### config.mk
export PLATFORM = sky130hd
export DESIGN_NAME = spi_regacc_slave
export DESIGN_NICKNAME = d
export VERILOG_FILES = /design/src/rtl/spi_regacc_pkg.sv /design/src/rtl/spi_in_sync.sv /design/src/rtl/spi_byte_shifter.sv /design/src/rtl/spi_frame_ctrl.sv /design/src/rtl/spi_regacc_slave.sv
export SDC_FILE = /design/constraint.sdc
export NUM_CORES = 1
export LEC_CHECK = 0
export BUFFER_PORTS_ARGS = -buffer_cell sky130_fd_sc_hd__buf_2
export CORE_MARGIN = 2
export CORE_UTILIZATION = 45
export CTS_BUF_LIST = sky130_fd_sc_hd__clkbuf_8
export DETAILED_ROUTE_END_ITERATION = 8
export PLACE_DENSITY = 0.77
export SLEW_MARGIN = 40
export SYNTH_ARGS = -nofsm -noshare
export SYNTH_HDL_FRONTEND = slang
export SYNTH_SLANG_ARGS = --single-unit
export TNS_END_PERCENT = 50
### constraint.sdc
create_clock -name clk -period 2.35 [get_ports clk]
set_clock_uncertainty 0.05 [all_clocks]
set_input_delay 0.235 -clock clk [delete_from_list [all_inputs] [get_ports clk]]
set_output_delay 0.235 -clock clk [all_outputs]
set_load 0.01 [all_outputs]
### src/rtl/spi_regacc_pkg.sv
package spi_regacc_pkg;
   localparam int BYTE_W = 8;
   localparam logic [4:0] CMD_PREFIX = 5'b01000;

   typedef enum logic [2:0] {
      PH_CMD  = 3'd0,
      PH_IDX  = 3'd1,
      PH_WR   = 3'd2,
      PH_RD   = 3'd3,
      PH_SKIP = 3'd4
   } phase_t;
endpackage

### src/rtl/spi_in_sync.sv
module spi_in_sync #(
   parameter int WIDTH = 3,
   parameter int STAGES = 2,
   parameter logic [WIDTH-1:0] RST_VAL = '0
) (
   input  logic             clk,
   input  logic             rst_n,
   input  logic [WIDTH-1:0] d_in,
   output logic [WIDTH-1:0] d_out
);
   if (STAGES < 2) begin : g_bad_stages
      $error("spi_in_sync: STAGES must be at least 2");
   end

   logic [WIDTH-1:0] stage_q [STAGES];

   for (genvar s = 0; s < STAGES; s++) begin : g_stage
      always_ff @(posedge clk or negedge rst_n) begin
         if (!rst_n) begin
            stage_q[s] <= RST_VAL;
         end else if (s == 0) begin
            stage_q[s] <= d_in;
         end else begin
            stage_q[s] <= stage_q[(s == 0) ? 0 : s-1];
         end
      end
   end

   assign d_out = stage_q[STAGES-1];
endmodule

### src/rtl/spi_byte_shifter.sv
module spi_byte_shifter
   import spi_regacc_pkg::*;
(
   input  logic              clk,
   input  logic              rst_n,
   input  logic              cs_active,
   input  logic              sck_rise,
   input  logic              sck_fall,
   input  logic              si,
   input  logic              load_en,
   input  logic [BYTE_W-1:0] load_data,
   output logic [$clog2(BYTE_W)-1:0] bit_cnt,
   output logic              byte_done,
   output logic [BYTE_W-1:0] byte_val,
   output logic              so_bit
);
   localparam int CNT_W = $clog2(BYTE_W);
   localparam logic [CNT_W-1:0] LAST_BIT = CNT_W'(BYTE_W-1);

   logic [BYTE_W-1:0] in_sh;
   logic [BYTE_W-1:0] out_sh;

   assign byte_val  = {in_sh[BYTE_W-2:0], si};
   assign byte_done = sck_rise && (bit_cnt == LAST_BIT);

   always_ff @(posedge clk or negedge rst_n) begin
      if (!rst_n) begin
         bit_cnt <= '0;
         in_sh   <= '0;
         out_sh  <= '0;
         so_bit  <= 1'b0;
      end else if (!cs_active) begin
         bit_cnt <= '0;
         in_sh   <= '0;
         out_sh  <= '0;
         so_bit  <= 1'b0;
      end else begin
         if (sck_rise) begin
            in_sh   <= byte_val;
            bit_cnt <= bit_cnt + 1'b1;
         end
         if (sck_fall && load_en) begin
            if (bit_cnt == '0) begin
               so_bit <= load_data[BYTE_W-1];
               out_sh <= {load_data[BYTE_W-2:0], 1'b0};
            end else begin
               so_bit <= out_sh[BYTE_W-1];
               out_sh <= {out_sh[BYTE_W-2:0], 1'b0};
            end
         end
      end
   end
endmodule

### src/rtl/spi_frame_ctrl.sv
module spi_frame_ctrl
   import spi_regacc_pkg::*;
#(
   parameter int ADDR_W = 8,
   parameter int LAST_REG = 10
) (
   input  logic              clk,
   input  logic              rst_n,
   input  logic              cs_active,
   input  logic              byte_done,
   input  logic [BYTE_W-1:0] byte_val,
   input  logic [1:0]        strap_addr,
   input  logic              cfg_seq_hold,
   input  logic              cfg_addr_en,
   output phase_t            phase,
   output logic [ADDR_W-1:0] ptr,
   output logic              rf_we,
   output logic [ADDR_W-1:0] rf_waddr,
   output logic [BYTE_W-1:0] rf_wdata
);
   localparam logic [ADDR_W-1:0] LAST_IDX = ADDR_W'(LAST_REG);

   logic              is_read;
   logic              cmd_ok;
   logic [ADDR_W-1:0] ptr_next;

   assign cmd_ok = (byte_val[7:3] == CMD_PREFIX) &&
                   (!cfg_addr_en || (byte_val[2:1] == strap_addr));

   always_comb begin
      if (cfg_seq_hold)          ptr_next = ptr;
      else if (ptr == LAST_IDX)  ptr_next = '0;
      else                       ptr_next = ptr + 1'b1;
   end

   always_ff @(posedge clk or negedge rst_n) begin
      if (!rst_n) begin
         phase    <= PH_CMD;
         ptr      <= '0;
         is_read  <= 1'b0;
         rf_we    <= 1'b0;
         rf_waddr <= '0;
         rf_wdata <= '0;
      end else begin
         rf_we <= 1'b0;
         if (!cs_active) begin
            phase <= PH_CMD;
         end else if (byte_done) begin
            case (phase)
               PH_CMD: begin
                  if (cmd_ok) begin
                     is_read <= byte_val[0];
                     phase   <= PH_IDX;
                  end else begin
                     phase   <= PH_SKIP;
                  end
               end
               PH_IDX: begin
                  ptr   <= byte_val[ADDR_W-1:0];
                  phase <= is_read ? PH_RD : PH_WR;
               end
               PH_WR: begin
                  rf_we    <= 1'b1;
                  rf_waddr <= ptr;
                  rf_wdata <= byte_val;
                  ptr      <= ptr_next;
               end
               PH_RD: begin
                  ptr <= ptr_next;
               end
               default: ;
            endcase
         end
      end
   end
endmodule

### src/rtl/spi_regacc_slave.sv
module spi_regacc_slave
   import spi_regacc_pkg::*;
#(
   parameter int ADDR_W = 8,
   parameter int LAST_REG = 10,
   parameter int SYNC_STAGES = 2
) (
   input  logic              clk,
   input  logic              rst_n,
   input  logic              spi_sck,
   input  logic              spi_cs_n,
   input  logic              spi_si,
   output logic              spi_so,
   output logic              spi_so_oe,
   input  logic [1:0]        strap_addr,
   input  logic              cfg_seq_hold,
   input  logic              cfg_addr_en,
   output logic [ADDR_W-1:0] rf_raddr,
   input  logic [7:0]        rf_rdata,
   output logic              rf_we,
   output logic [ADDR_W-1:0] rf_waddr,
   output logic [7:0]        rf_wdata
);
   localparam int CNT_W = $clog2(BYTE_W);

   if (ADDR_W < 1 || ADDR_W > BYTE_W) begin : g_bad_aw
      $error("spi_regacc_slave: ADDR_W must be 1..8");
   end
   if (LAST_REG < 0 || LAST_REG >= (1 << ADDR_W)) begin : g_bad_last
      $error("spi_regacc_slave: LAST_REG must fit in ADDR_W bits");
   end

   logic [2:0]        pins_s;
   logic              sck_s, cs_n_s, si_s, sck_d;
   logic              cs_active, sck_rise, sck_fall;
   logic [CNT_W-1:0]  bit_cnt;
   logic              byte_done, so_bit;
   logic [BYTE_W-1:0] byte_val;
   phase_t            phase;
   logic [ADDR_W-1:0] ptr;

   spi_in_sync #(.WIDTH(3), .STAGES(SYNC_STAGES), .RST_VAL(3'b010)) pin_sync_i (
      .clk  (clk),
      .rst_n(rst_n),
      .d_in ({spi_sck, spi_cs_n, spi_si}),
      .d_out(pins_s)
   );

   assign {sck_s, cs_n_s, si_s} = pins_s;
   assign cs_active = !cs_n_s;

   always_ff @(posedge clk or negedge rst_n) begin
      if (!rst_n) sck_d <= 1'b0;
      else        sck_d <= sck_s;
   end

   assign sck_rise = cs_active && sck_s && !sck_d;
   assign sck_fall = cs_active && !sck_s && sck_d;

   spi_byte_shifter shifter_i (
      .clk      (clk),
      .rst_n    (rst_n),
      .cs_active(cs_active),
      .sck_rise (sck_rise),
      .sck_fall (sck_fall),
      .si       (si_s),
      .load_en  (phase == PH_RD),
      .load_data(rf_rdata),
      .bit_cnt  (bit_cnt),
      .byte_done(byte_done),
      .byte_val (byte_val),
      .so_bit   (so_bit)
   );

   spi_frame_ctrl #(.ADDR_W(ADDR_W), .LAST_REG(LAST_REG)) frame_i (
      .clk         (clk),
      .rst_n       (rst_n),
      .cs_active   (cs_active),
      .byte_done   (byte_done),
      .byte_val    (byte_val),
      .strap_addr  (strap_addr),
      .cfg_seq_hold(cfg_seq_hold),
      .cfg_addr_en (cfg_addr_en),
      .phase       (phase),
      .ptr         (ptr),
      .rf_we       (rf_we),
      .rf_waddr    (rf_waddr),
      .rf_wdata    (rf_wdata)
   );

   assign rf_raddr  = ptr;
   assign spi_so_oe = cs_active && (phase == PH_RD);
   assign spi_so    = spi_so_oe && so_bit;
endmodule

==> results.md <==
* CTS tree: built
* Crit. End Element: flop
* Ys Warns at 0
* Mapped Nets at 244
* Total gr overflow at 0
* H-tree depth at 2
* Syn_area_per_cell at 11.2 µm²
* Number of fill cells at 476
* Maximum clock rate at 0.500 GHz
* Reg-to-Reg End: frame_i.rf_waddr[3]
* Worst Path Max Fanout at 18
* Layout cell share with drive strength beyond 1 at 31.0%
* Gpl congestion at 0.795
* Initial antenna violation count at 0
* TritonRoute pass-1 iters at 4
* Async SR Flop Fraction at 100%
* NetSw at 0.000332 W
* Setup slack, reg-to-reg at 0.35 ns
* Sequential group share of total power at 57.8%
* Status: complete, no violations
* Commonest non-fill, non-tap cell in the layout: dfrtp_1
* WS Path Type: flop to flop
* Final instance area at 0.00292 mm²
* Clock transition at path regs at 0.09 ns
* Initial core utilization at 45.9%
* Tot GR Track Use at 16.6%
* Final-report max-slew violation count at 0
* Global-route wire length before repair at 8140 µm
* Leading area contributor after synthesis: dfrtp_1
* Peak supply drop at 344 µV
* CTS sink count at 54
* Drt drc at 0
* Num CTS Buffers at 5
* CP Launch Point: shifter_i.bit_cnt[1]
* Ys flop type: dfrtp_1
* Ports at 44
* P_leak at 1.47 nW
* Largest net degree at the start of global routing at 55
* Final critical-path required period at 2.00 ns
* Initial DRC count at 109
* Top-area cell type share of the netlist area at 52.1%
* Sequential-to-total area share from yosys stat at 54.2%
* PwrDens at 563 mW/mm²
* Post-DP HPWL at 3240 µm
* Vias in the first global route at 1737
* Via/cell ratio at 5.21
* Setup TNS at 0 ns
* R2R cell count at 5
* Logic gate share of total power at 4.9%
* Clock share of power at 37.4%
* Most frequent cells in the layout: 52 x dfrtp_1, 43 x buf_2, 28 x nand2_1
* Max clock buf depth at 2
* DRT Wirelength at 4600 µm
* Root Driver: clkbuf_8
* Post-CTS Resized at 0
* Final hold violations at 0
* Int Pwr at 0.00132 W
* Synth Instances at 222
* Area of the die at 0.00616 mm²
* Library cells used by synthesis at 46
* Hold-fix buffers, CTS at 4
* CP arrival at 2.14 ns
* Synthesized area at 0.00250 mm²
* Post-DRT Antenna Nets at 0
* Hold Crit Class: input port to flop
* Post-DP Area at 0.00277 mm²
* Rows at 27
* Worst-Skew Late Latency at 0.30 ns
* Max_slew headroom at 74.0%
* Die W at 78.5 µm
* RSZ-0062 raised after global routing: no
* Via Count at 1772
* Die height at 78.5 µm
* Port bufs at 43
* Area contributors post-synth: dfrtp_1 52%, mux2_4 4.2%, nand2_1 4.2%
* Min Hold Slack at 0.142 ns
* Switching Fraction at 20.1%
* Max Cap Violations at 0
* Worst Setup EP: frame_i.rf_waddr[3]
* Drt wl/cell at 13.5 µm
* Register bit total from synthesis at 54
* Number of antenna diodes at 0
* Slew @ Worst Pin at 0.389 ns
* Setup Viol. Count Final at 0
* Post-synth EDFFs at 0
* Final Net Count at 290
* Final worst path period share at 85.1%
* FF-to-FF Start: shifter_i.bit_cnt[1]
* Critical path launch point type: flop
* Core Region at 0.00544 mm²
* Setup Buffers After CTS at 0
* WP data required at 2.49 ns
* Area added between synthesis and finish at 17.1%
[Yosys cell counts (3+ instances only)]
master	number
dfrtp_1	52
nand2_1	28
nor2_1	17
a21oi_1	15
mux2_2	9
o21ai_0	9
mux2_4	7
mux2i_1	7
a2bb2oi_1	6
a31o_2	6
clkbuf_1	6
ha_1	5
inv_1	5
nand3_1	5
a211oi_1	3
buf_2	3
nand4_1	3
nor2b_1	3
[power by group through the flow]
stage                     sequential (W)  combinational, W  clock [W]
final                           0.000952         0.0000800   0.000616
after detailed placement        0.000971         0.0000765          0
after CTS                       0.000952         0.0000817   0.000636
after global placement          0.000970         0.0000754          0
after floorplan                 0.000963         0.0000373          0
after global routing            0.000955         0.0000902   0.000676
[flip-flops by register name (all words and copies together) (netlist names), 3 cells and up]
register            count
shifter_i.in_sh         7
frame_i.rf_wdata        8
pin_sync_i.d_out        3
frame_i.phase           3
shifter_i.out_sh        7
shifter_i.bit_cnt       3
frame_i.ptr             8
pin_sync_i.stage_q      3
frame_i.rf_waddr        8
[kinds of logic after synthesis]
logic type               Yosys count  share of synthesized area, %
AND/OR/NAND/NOR                   76                          15.9
flip-flops                        54                          54.2
AO/OA/AOI/OAI                     45                          11.9
multiplexers                      23                          11.1
buffers and inverters             17                          3.66
adder cells (fa/ha/maj)            5                          2.51
XOR/XNOR                           2                         0.702
[through the flow]
step	cells	setup slack, ns	power, W	utilization (%)
finish	340	0.350	0.00165	53.8
global route	340	0.261	0.00172	53.8
CTS	340	0.332	0.00167	53.8
detailed placement	329	0.341	0.00105	51.0
global placement	329	0.380	0.00105	51.0
floorplan	222	0.356	0.00100	-
[per-layer routing]
| layer | vias to the layer above | wire, µm | GRT usage, % |
|---|---|---|---|
| met3 | 6 | 170 | 3.68 |
| met2 | 36 | 2120 | 25.3 |
| met5 | - | 0 | 0 |
| met1 | 853 | 2250 | 23.2 |
| li1 | 877 | - | - |
| met4 | 0 | 67 | 6.49 |
[how the worst min path moves through the flow]
stage | slack [ns] | end | cells past startpoint | from
3_3_place_gp | 0.20 | frame_i.rf_wdata[3] | 2 | rst_n
2_1_floorplan | -0.11 | frame_i.is_read | 0 | rst_n
3_5_place_dp | 0.21 | frame_i.rf_wdata[3] | 2 | rst_n
4_1_cts | 0.13 | shifter_i.out_sh[1] | 3 | rf_rdata[0]
5_1_grt | 0.15 | shifter_i.out_sh[1] | 3 | rf_rdata[0]
6_report | 0.14 | shifter_i.out_sh[1] | 3 | rf_rdata[0]
[critical path, cell delays in order, from the launching register on]
cell and delay (ns):
dfrtp_1 0.39, ha_1 0.16, ha_1 0.21, nand3b_4 0.10, or4_4 0.65, mux2_4 0.34
[cell type report]
type                    instances  area [µm²]  area share (%)
well taps                      72        90.1            3.08
repair buffers                 51         298            10.2
clock inverters                 1        30.0            1.03
flip-flops and latches         54        1350            46.3
multi-input cells             151        1050            35.9
inverters                       5        18.8           0.642
clock buffers                   6        82.6            2.82
Power figures use the tool's default switching activity.
